**src/rtl/i2c_to_pkg.sv**
```systemverilog
// Package: shared constants for the I2C bus time-out detector.
// Assumes two watchdogs whose index also selects the bit in every
// strobe vector of the top module.
package i2c_to_pkg;
    localparam int NUM_WD     = 2;  // number of watchdogs
    localparam int WD_EVENT   = 0;  // bus-event gap watchdog index
    localparam int WD_SCL_LOW = 1;  // SCL-low watchdog index
    localparam int RES_BITS   = 4;  // threshold resolution bits (x16)
endpackage

```
**src/rtl/i2c_to_prediv.sv**
```systemverilog
// Module: clock pre-divider. Produces a one-cycle tick every div_i+1
// clocks. Assumes that a disabled block must restart with a known phase,
// so the counter is held at zero while en_i is low.
module i2c_to_prediv #(
    parameter int DIV_W = 16
) (
    input  logic             clk,
    input  logic             rst_n,
    input  logic             en_i,
    input  logic [DIV_W-1:0] div_i,
    output logic             tick_o
);
    logic [DIV_W-1:0] cnt_q;

    // Purpose: count 0..div_i and wrap; held at zero when disabled.
    always_ff @(posedge clk) begin
        if (!rst_n || !en_i) begin
            cnt_q <= '0;
        end else if (cnt_q == div_i) begin
            cnt_q <= '0;
        end else begin
            cnt_q <= cnt_q + 1'b1;
        end
    end

    // Purpose: tick on the last count of each period.
    always_comb begin
        tick_o = en_i && (cnt_q == div_i);
    end
endmodule

```
**src/rtl/i2c_to_bus_events.sv**
```systemverilog
// Module: bus event detector. Flags an SCL edge, a Start or a Stop in the
// cycle it is first visible. Assumes scl_i/sda_i are already synchronised;
// the idle bus level (both high) is assumed out of reset.
module i2c_to_bus_events (
    input  logic clk,
    input  logic rst_n,
    input  logic scl_i,
    input  logic sda_i,
    output logic event_o
);
    logic scl_q, sda_q;
    logic scl_edge, start_seen, stop_seen;

    // Purpose: keep the previous bus levels for edge detection.
    always_ff @(posedge clk) begin
        if (!rst_n) begin
            scl_q <= 1'b1;
            sda_q <= 1'b1;
        end else begin
            scl_q <= scl_i;
            sda_q <= sda_i;
        end
    end

    // Purpose: classify the current cycle as an event or not.
    always_comb begin
        scl_edge   = scl_i ^ scl_q;
        start_seen = scl_i && scl_q && sda_q && !sda_i;
        stop_seen  = scl_i && scl_q && !sda_q && sda_i;
        event_o    = scl_edge || start_seen || stop_seen;
    end
endmodule

```
**src/rtl/i2c_to_watchdog.sv**
```systemverilog
// Module: one saturating watchdog counter. Counts ticks from zero,
// restarting whenever restart_i is high. expire_o pulses on the tick that
// brings the count to limit_i; the count then holds until a restart, so
// there is one pulse per expiry. Assumes limit_i >= 1.
module i2c_to_watchdog #(
    parameter int CNT_W = 17
) (
    input  logic             clk,
    input  logic             rst_n,
    input  logic             restart_i,
    input  logic             tick_i,
    input  logic [CNT_W-1:0] limit_i,
    output logic             expire_o
);
    logic [CNT_W-1:0] cnt_q;

    // Purpose: count ticks up to the limit, restart on request.
    always_ff @(posedge clk) begin
        if (!rst_n || restart_i) begin
            cnt_q <= '0;
        end else if (tick_i && (cnt_q != limit_i)) begin
            cnt_q <= cnt_q + 1'b1;
        end
    end

    // Purpose: single-cycle expiry pulse on the tick reaching the limit.
    always_comb begin
        expire_o = !restart_i && tick_i && (cnt_q == (limit_i - 1'b1));
    end
endmodule

```
**src/rtl/i2c_timeout_watch.sv**
```systemverilog
// Module: I2C bus time-out detector top. A shared pre-divider feeds two
// watchdogs: a bus-event gap watchdog (quiet while the bus is idle) and
// an SCL-low watchdog. Their expiries set sticky write-1-to-clear flags,
// combined with per-flag enables into one interrupt. Assumes synchronised
// bus inputs and that the settings are changed only while disabled.
module i2c_timeout_watch
    import i2c_to_pkg::*;
#(
    parameter int DIV_W = 16,
    parameter int TO_W  = 12
) (
    input  logic              clk,
    input  logic              rst_n,
    input  logic              scl_i,
    input  logic              sda_i,
    input  logic              bus_busy_i,
    input  logic              to_en_i,
    input  logic [DIV_W-1:0]  div_val_i,
    input  logic [TO_W-1:0]   to_val_i,
    input  logic [NUM_WD-1:0] ie_set_i,
    input  logic [NUM_WD-1:0] ie_clr_i,
    input  logic [NUM_WD-1:0] flag_clr_i,
    output logic [TO_W+RES_BITS-1:0] timeout_rb_o,
    output logic              evt_flag_o,
    output logic              scl_flag_o,
    output logic              irq_o
);
    localparam int CNT_W = TO_W + RES_BITS + 1;

    logic              tick;
    logic              bus_event;
    logic [CNT_W-1:0]  limit;
    logic [NUM_WD-1:0] restart;
    logic [NUM_WD-1:0] expire;
    logic [NUM_WD-1:0] flags_q;
    logic [NUM_WD-1:0] ie_q;

    i2c_to_prediv #(.DIV_W(DIV_W)) u_prediv (
        .clk    (clk),
        .rst_n  (rst_n),
        .en_i   (to_en_i),
        .div_i  (div_val_i),
        .tick_o (tick)
    );

    i2c_to_bus_events u_events (
        .clk     (clk),
        .rst_n   (rst_n),
        .scl_i   (scl_i),
        .sda_i   (sda_i),
        .event_o (bus_event)
    );

    // Purpose: threshold (TO+1)*16 ticks and the readback value.
    always_comb begin
        limit        = {1'b0, to_val_i, {RES_BITS{1'b1}}} + CNT_W'(1);
        timeout_rb_o = {to_val_i, {RES_BITS{1'b1}}};
    end

    // Purpose: restart conditions of each watchdog.
    always_comb begin
        restart[WD_EVENT]   = !to_en_i || !bus_busy_i || bus_event;
        restart[WD_SCL_LOW] = !to_en_i || scl_i;
    end

    for (genvar g = 0; g < NUM_WD; g++) begin : g_wd
        i2c_to_watchdog #(.CNT_W(CNT_W)) u_wd (
            .clk       (clk),
            .rst_n     (rst_n),
            .restart_i (restart[g]),
            .tick_i    (tick),
            .limit_i   (limit),
            .expire_o  (expire[g])
        );
    end

    // Purpose: sticky flags, write-1-to-clear, an expiry wins over a clear.
    always_ff @(posedge clk) begin
        if (!rst_n) begin
            flags_q <= '0;
        end else begin
            flags_q <= (flags_q & ~flag_clr_i) | expire;
        end
    end

    // Purpose: interrupt enables with set/clear strobes, a clear wins.
    always_ff @(posedge clk) begin
        if (!rst_n) begin
            ie_q <= '0;
        end else begin
            ie_q <= (ie_q | ie_set_i) & ~ie_clr_i;
        end
    end

    // Purpose: drive the flag and interrupt outputs.
    always_comb begin
        evt_flag_o = flags_q[WD_EVENT];
        scl_flag_o = flags_q[WD_SCL_LOW];
        irq_o      = |(flags_q & ie_q);
    end
endmodule

```
**config.mk**
```make
export PLATFORM = sky130hd
export DESIGN_NAME = i2c_timeout_watch
export DESIGN_NICKNAME = d
export VERILOG_FILES = /design/src/rtl/i2c_to_pkg.sv /design/src/rtl/i2c_to_prediv.sv /design/src/rtl/i2c_to_bus_events.sv /design/src/rtl/i2c_to_watchdog.sv /design/src/rtl/i2c_timeout_watch.sv
export SDC_FILE = /design/constraint.sdc
export NUM_CORES = 1
export LEC_CHECK = 0
export ABC_AREA = 1
export ABC_CLOCK_PERIOD_IN_PS = 2700
export BUFFER_PORTS_ARGS = -buffer_cell sky130_fd_sc_hd__buf_4
export CORE_ASPECT_RATIO = 0.9
export CORE_MARGIN = 1.5
export CORE_UTILIZATION = 35
export DETAILED_ROUTE_END_ITERATION = 7
export SYNTH_ARGS = -nofsm -noshare
export SYNTH_HDL_FRONTEND = slang
export SYNTH_SLANG_ARGS = --single-unit
```
**constraint.sdc**
```tcl
create_clock -name clk -period 2.7 [get_ports clk]
set_input_delay 0.405 -clock clk [delete_from_list [all_inputs] [get_ports clk]]
set_output_delay 0.405 -clock clk [all_outputs]
set_load 0.02 [all_outputs]
```
# Word level (Yosys, flattened, before mapping)
# Index checks and enable logic that the tools add are counted.
# totals
regBits,56
input_bits,40
word_cells,54
# classes
addsub,5
eq_ne,5
bitwise,8
n_reduce_logical,29
# ops
cell,n
$add A17 B1 Y17 const B,2
$eq A17 B17 Y1,2
$ne A17 B17 Y1,2
$add A16 B1 Y17 const B,1
$sub A17 B1 Y17 const B,1
$add A16 B1 Y16 const B,1
$eq A16 B16 Y1,1
$logic_and A1 B1 Y1,12
$logic_or A1 B1 Y1,8
$logic_not A1 Y1,7
$and A2 B2 Y2,3
$not A2 Y2,2
$or A2 B2 Y2,2
$reduce_or A2 Y1,2
$xor A1 B1 Y1,1

# Longest topological paths before layout
# Gate-level depths: netlist of run 1.
# depth
ltp_word,10
depth_mapped,17

# Modules after synthesis
# From an unflattened synthesis of run 1, not the netlist that was laid out.
# unflattened
hier_cells,920
hier_area_um2,5476.5
# by_module_without_submodules
mod,instances,cells_per_inst,area_per_inst_um2
i2c_to_watchdog,2,316,1865.5
i2c_to_prediv,1,181,1081.0
i2c_timeout_watch,1,95,574.3
i2c_to_bus_events,1,12,90.1

# Least setup slack after synthesis of run 1
# No wires, ideal clock.
# synth_timing
kind,input to register
from,in to_val_i[0]
to,reg g_wd[0].u_wd.cnt_q[13]
setup_time_ns,0.142
t_arrival_ns,1.873
setup_slack_ns,0.685
cell_stages,15
path_buffers,1
path_cell_list,ha_1 -> nand3_2 -> inv_2 -> nand2_1 -> nand2_1 -> nand2_2 -> inv_2 -> nand2_1 -> nand2_1 -> nand3_1 -> nor2_4 -> nand4_4 -> buf_4 -> nand3_1 -> a21oi_2
# synth_via
elab_chain_cells,3
# synth_lines
element,line,source
from (decl),i2c_timeout_watch.sv:19,"input logic [TO_W-1:0] to_val_i,"
$add A16 B1 Y17,i2c_timeout_watch.sv:56,"limit = {1'b0, to_val_i, {RES_BITS{1'b1}}} + CNT_W'(1);"
$ne A17 B17 Y1,i2c_to_watchdog.sv:21,end else if (tick_i && (cnt_q != limit_i)) begin
$logic_and A1 B1 Y1,i2c_to_watchdog.sv:21,
to (signal assigned),i2c_to_watchdog.sv:22,cnt_q <= cnt_q + 1'b1;
to (decl),i2c_to_watchdog.sv:15,logic [CNT_W-1:0] cnt_q;
# No other way between the ends.
# A chain may end at the register's enable or synchronous reset.

# Worst setup path in the final report of run 1
# layout_timing
from,in to_val_i[0]
to,reg g_wd[1].u_wd.cnt_q[1]
# layout_via
elab_chain_cells,3
# layout_lines
element,line
$add A16 B1 Y17,i2c_timeout_watch.sv:56
$ne A17 B17 Y1,i2c_to_watchdog.sv:21
$logic_and A1 B1 Y1,i2c_to_watchdog.sv:21
to (signal assigned),i2c_to_watchdog.sv:22
to (decl),i2c_to_watchdog.sv:15
# No other way between the ends.

==> summary.txt, run 1 <==
Place
  • DP Wirelength: 11.2 mm
  • Number of I/O port buffers: between 50 and 60
  • Routability cong.: 0.903
  • Pre-CTS setup slack: 146 ps

Synthesis
  • Mapped Cells: just under 900
  • Library cells used by synthesis: 45
  • Synthesized flop and latch total: 56
  • Synthesized area per cell: ~5.8 um^2
  • Post-synth ARST share: 0%
  • Post-synthesis sequential area ratio: approximately 22%
  • Synthesis warning total: 0
  • Top FF cell, synth: dfxtp_1
  • Mapped Area: roughly 5100 um^2
  • Post-synth EDFFs: 0

STA
  • Worst slew margin relative to its limit: ~62%
  • Max-slew violations: 0
  • Skew final: 9.93 ps
  • Final setup vio count: 0
  • Worst-Margin Slew: around 560 ps
  • Final min period: 2270 ps
  • Final Hold Fails: 0
  • Post-route setup TNS: 0 ps
  • Peak Freq: roughly 440 MHz
  • RSZ-0062 raised after global routing: no
  • Worst Slack Setup Final: approximately 430 ps
  • Crit share post-route: between 80% and 90%

Final layout
  • Storage element area: 1120 um^2
  • Commonest non-fill, non-tap cell in the layout: nand2_1
  • Area of the multi-input gates: 3240 um^2
  • Fraction of layout cells with a size suffix above 1: about 15%
  • Synthesis-to-finish area growth: 13.9%
  • Number of diodes: 0
  • Nets: about 960
  • FILL cells: 1581
  • Most frequent cells in the layout: 262 x nand2_1, 124 x inv_1, 109 x nor2_1, 90 x nand3_1, 61 x buf_4

Global route
  • First-pass GRT wire length: about 23 mm
  • Total congestion overflow: 0
  • Tot GR Track Use: ~19%
  • Largest net degree at the start of global routing: 43
  • Initial antenna violation count: 0
  • Vias in the first global route: around 4700

Route
  • DR vias: approximately 5200
  • Via density: 4.72
  • Final Routed Wirelength: about 14 mm
  • ANT nets after route: 0
  • Drt first pass iters: 5
  • DRC violations left: 0
  • Initial DRC Count: 447
  • Wire per inst: roughly 13 um

Setup path
  • CP max FO: 7
  • Crit path cell chain: buf_4, ha_1, nand3_2, inv_2, nand2_1, nand2_1, nand2_2, nand2_1, nand2_1, nor3_1, nand3_1, nand2_2, inv_2, o21ai_0, nor2_1
  • CP arrival: about 2500 ps
  • Top cell by count, worst path: nand2_1
  • Critical path class: input pin to register
  • WP data required: between 2000 and 3000 ps
  • Crit end category: register
  • Largest stage delay on the critical path: 330 ps
  • Setup crit start kind: input pin
  • Slowest-stage cell, CP: ha_1

CTS
  • Post-cts sizing count: 0
  • Hold-fix buffers, CTS: 0
  • Skew-Pair Late Insertion Delay: slightly above 300 ps
  • Clock transition at path regs: 70 ps
  • Max H-tree Level: 2
  • TritonCTS Sinks: 56
  • Clock Tree Buf Depth: 2
  • CTS tree: built
  • CTS Root Cell: clkbuf_16
  • Setup bufs post-CTS: 0
  • CTS Buf Count: 5

Die
  • Die W: 130 um
  • Starting Density: 36.0%
  • I/O Pins: 59
  • Die H: between 100 and 150 um
  • Die ar.: 15200 um^2
  • Core Area: roughly 14000 um^2
  • Rows: 41

Pwr
  • VDD IR-drop max: 212 uV
  • Power Dens Cells: roughly 350 nW/um^2
  • Tot Pwr: roughly 0.0020 W
  • P_leak: approximately 2.6 nW

Min path
  • Worst hold-check path type: input pin to register

Run
  • MaxCap Viol Count: 0

Run status
  • Outcome: completed
[routing by layer]
metal	GRT usage [%]	up-vias	part of all wire [%]
li1	-	2794	-
met1	28.5	2286	53
met2	29.6	124	41
met3	2.86	10	5.0
met4	3.56	0	1.1
met5	0	-	0
[worst paths after layout]
check	startpoint	to	slack, ps	cells after the start
worst max-delay path	to_val_i[0]	g_wd[1].u_wd.cnt_q[1]$_SDFFE_PP0P_	430	15
worst min-delay path	ie_clr_i[0]	ie_q[0]$_SDFF_PN0_	250	2
worst max register to register	u_prediv.cnt_q[0]$_SDFF_PP0_	u_prediv.cnt_q[14]$_SDFF_PP0_	440	11
worst min register to register	flags_q[1]$_SDFF_PN0_	flags_q[1]$_SDFF_PN0_	480	2
[registers in the layout (all words and copies together), names as in the netlist]
signal / cells
flags_q: 2
g_wd.u_wd.cnt_q: 34
ie_q: 2
u_events.scl_q: 1
u_events.sda_q: 1
u_prediv.cnt_q: 16
[cells by family (layout without fill, tap and decap cells)]
family,after synthesis,in the layout,share of synthesized area [%]
DFF,56,56,22.1
other,1,4,0.0740
AOI/OAI and AO/OA,47,47,5.78
xor gates and xnor gates,30,30,5.34
buffers and inverters,165,204,14.2
and+or+nand+nor,564,564,50.8
adders and majority gates,7,7,1.73
[synth_stat cells (2+ instances only)]
cell type	number	share of area (%)
inv_2	8	0.59
o21ai_0	9	0.89
nand3_2	4	0.79
nand2_1	262	19
or2_2	2	0.25
a21oi_2	10	1.7
nor2_2	5	0.62
nor4_1	6	0.74
o21ai_1	4	0.40
nand2_2	27	3.3
nor3b_1	4	0.59
ha_1	7	1.7
nor2_4	3	0.67
dfxtp_1	56	22
buf_4	18	2.7
nor3_1	16	1.6
clkinv_1	3	0.22
a21oi_1	18	1.8
buf_2	5	0.49
o21a_1	2	0.30
nand3_1	90	8.9
xor2_1	16	2.8
nor2_1	109	8.1
xnor2_1	13	2.2
clkbuf_1	4	0.30
inv_1	124	9.2
nand4_1	27	3.3
[power breakdown]
| group | total, W | internal [W] | leakage [nW] | switching [W] |
|---|---|---|---|---|
| sequential | 0.000833 | 0.000829 | 0.452 | 0.00000378 |
| clock | 0.000857 | 0.000528 | 0.0899 | 0.000329 |
| combinational | 0.000325 | 0.000122 | 2.05 | 0.000202 |
| total | 0.00201 | 0.00148 | 2.59 | 0.000535 |
[cell type report]
type | instances | share of cell area [%]
sequential | 56 | 19.4
clock inverter | 2 | 1.04
inverter | 135 | 8.78
timing repair buffer | 62 | 8.28
clock buffer | 5 | 2.17
tap | 193 | 4.19
multi-input combinational | 652 | 56.1
[stage by stage]
step	std cells	hold WS (ps)	area [um^2]	util (%)
floorplan	873	450	5080	-
global placement	1098	469	5580	39.7
detailed placement	1098	476	5580	39.7
CTS	1105	247	5770	41.0
global route	1105	249	5770	41.0
finish	1105	253	5770	41.0
[worst max-delay path: cells and delay by family]
family,cells,cell delay (ps)
AND/OR/NAND/NOR,10,1260
adder cells (fa/ha/maj),1,330
buffers and inverters,3,310
AO/OA/AOI/OAI,1,140
Note: power is estimated with default switching activity, not from simulation.
==> run 2: changes to the inputs <==
- ABC_CLOCK_PERIOD_IN_PS: 2700 -> 2200
- clock period: 2.7 -> 2.2 ns (I/O delays scaled with it)
==> run 2 against run 1 <==
Sequential cell count unchanged. Largest cell class unchanged. Combinational power up 51%. Critical path type is now register to register. Register-to-register slack worse by 250 ps. Wire length up 5.7%. Clock skew up 2.6 ps.
==> summary.txt, run 2 (same netlist as run 1, synthesis figures left out) <==
Run status
  • Outcome: completed

STA
  • Skew final: approximately 13 ps
  • Final Hold Fails: 0
  • Final setup vio count: 0
  • Crit share post-route: about nine tenths
  • Max-slew violations: 0
  • Peak Freq: about 500 MHz
  • Worst slew margin relative to its limit: between 50% and 60%
  • Final min period: roughly 2000 ps
  • Hold Slack: 180 ps
  • Worst-Margin Slew: a little over 600 ps
  • RSZ-0062 raised after global routing: yes

Place
  • DP Wirelength: around 12 mm
  • Routability cong.: 0.928
  • Number of I/O port buffers: 54
  • Placed Area: just over 6000 um^2
  • Dpl cells: 1169

Die
  • Rows: 41
  • Starting Density: 36.0%
  • Die ar.: 15200 um^2
  • Die W: ~130 um
  • Die H: roughly 120 um
  • Core Area: 14100 um^2
  • I/O Pins: 59

Final layout
  • Biggest regs: g_wd.u_wd.cnt_q x34, u_prediv.cnt_q x16
  • Fraction of layout cells with a size suffix above 1: between 20% and 30%
  • Largest reg by FF count: g_wd.u_wd.cnt_q
  • Synthesis-to-finish area growth: 27.4%
  • Post-route design area: 6450 um^2
  • Commonest non-fill, non-tap cell in the layout: nand2_1
  • Largest register FFs: 34
  • Fin cells: about 1200
  • Nets: 1034
  • Most frequent cells in the layout: 262 x nand2_1, 131 x buf_4, 123 x inv_1, 103 x nor2_1, 90 x nand3_1
  • Core Util, Final: about 46%
  • Number of diodes: 0

Min path
  • Hold Path Depth: 2
  • Worst hold-check path type: input pin to register
  • Hold path start: ie_clr_i[0]
  • Worst Hold End: ie_q[0]$_SDFF_PN0_

Pwr
  • VDD IR-drop max: between 200 and 300 uV
  • Power Dens Cells: a little under 400 nW/um^2
  • P_leak: between 2 and 3 nW
  • Tot Pwr: about 0.0026 W

Global route
  • Vias in the first global route: slightly below 5000
  • Initial antenna violation count: 0
  • Tot GR Track Use: between 20% and 30%
  • Total congestion overflow: 0
  • First-pass GRT wire length: between 20 and 25 mm
  • Largest net degree at the start of global routing: 32

Setup path
  • R2r startpoint: u_prediv.cnt_q[1]$_SDFF_PP0_
  • Critical path's top delay family: simple AND/OR/NAND/NOR gates
  • CP max FO: 16
  • R2R depth: 14
  • Worst Path Buf+Inv: 5
  • Largest stage delay on the critical path: 340 ps
  • Critical path class: register to register
  • Reg2reg end: g_wd[1].u_wd.cnt_q[16]$_SDFFE_PP0P_
  • WP data required: ~2400 ps
  • CP arrival: roughly 2300 ps
  • Internal reg-to-reg setup slack: 190 ps
  • Setup crit start kind: register
  • Crit path cell chain: buf_4, xnor2_2, nand2_1, nor2_1, nand2_1, nor2_2, inv_1, nor2_4, buf_12, buf_4, nand3_1, nand2_1, inv_1, nor2_1
  • Slowest-stage cell, CP: dfxtp_2
  • Top cell by count, worst path: nand2_1
  • Crit end category: register

Route
  • DRC violations left: 0
  • Final Routed Wirelength: between 10 and 15 mm
  • ANT nets after route: 0
  • Drt first pass iters: 5
  • Via density: 4.68
  • Wire per inst: around 12 um
  • DR vias: between 5000 and 6000
  • Initial DRC Count: ~390

CTS
  • CTS Root Cell: clkbuf_16
  • TritonCTS Sinks: 56
  • Clock transition at path regs: roughly 70 ps
  • CTS Buf Count: 5
  • CTS tree: built
  • Clock Tree Buf Depth: 2
  • Skew-Pair Late Insertion Delay: 320 ps
  • Max H-tree Level: 2

Run
  • MaxCap Viol Count: 0
run 2: report_power, final:
group | internal, W | switching [W]
registers | 0.00102 | 0.00000394
clock network | 0.000647 | 0.000403
logic | 0.000220 | 0.000270
total | 0.00189 | 0.000677
run 2: final cells by class:
class,count,area (um^2)
fill,1534,7600
tap,193,241
clock inverter,2,60.1
inverter,135,507
timing repair buffer,136,1090
multi-input combinational,653,3310
sequential,56,1130
clock buffer,5,125
run 2: worst max-delay path by stage:
stage	end	cells past startpoint	from	slack [ps]
final	g_wd[1].u_wd.cnt_q[16]$_SDFFE_PP0P_	14	u_prediv.cnt_q[1]$_SDFF_PP0_	190
after global routing	u_prediv.cnt_q[14]$_SDFF_PP0_	11	u_prediv.cnt_q[0]$_SDFF_PP0_	-20
after CTS	u_prediv.cnt_q[14]$_SDFF_PP0_	11	u_prediv.cnt_q[0]$_SDFF_PP0_	30
after detailed placement	g_wd[1].u_wd.cnt_q[1]$_SDFFE_PP0P_	17	to_val_i[0]	-230
after global placement	g_wd[1].u_wd.cnt_q[9]$_SDFFE_PP0P_	18	to_val_i[0]	-180
after floorplan	g_wd[0].u_wd.cnt_q[13]$_SDFFE_PP0P_	15	to_val_i[0]	260
run 2: repair_timing:
item	in CTS	in global routing
setup endpoints to repair	0	37
buffers inserted	0	2
hold buffers	0	0
gates resized for setup	0	22
run 2: layer usage:
metal / wire length (um) / share of wire [%] / GRT usage [%]
met1: 7440 / 51 / 28.3
met2: 6150 / 42 / 31.6
met3: 872 / 5.9 / 3.00
met5: 0 / 0 / 0
met4: 256 / 1.7 / 6.30
run 2: through the flow:
stage,TNS [ps],worst slack (ps)
final,0,190
after global routing,-38.5,-20.4
after CTS,0,27.8
after detailed placement,-5280,-230
after global placement,-4010,-182
after floorplan,0,260
run 2: worst register-to-register path, delay by kind of cell, from the launching register on:
kind	cells	cell delay, ps
flip-flops	1	340
XOR/XNOR	1	170
AND/OR/NAND/NOR	8	820
buffers and inverters	5	610
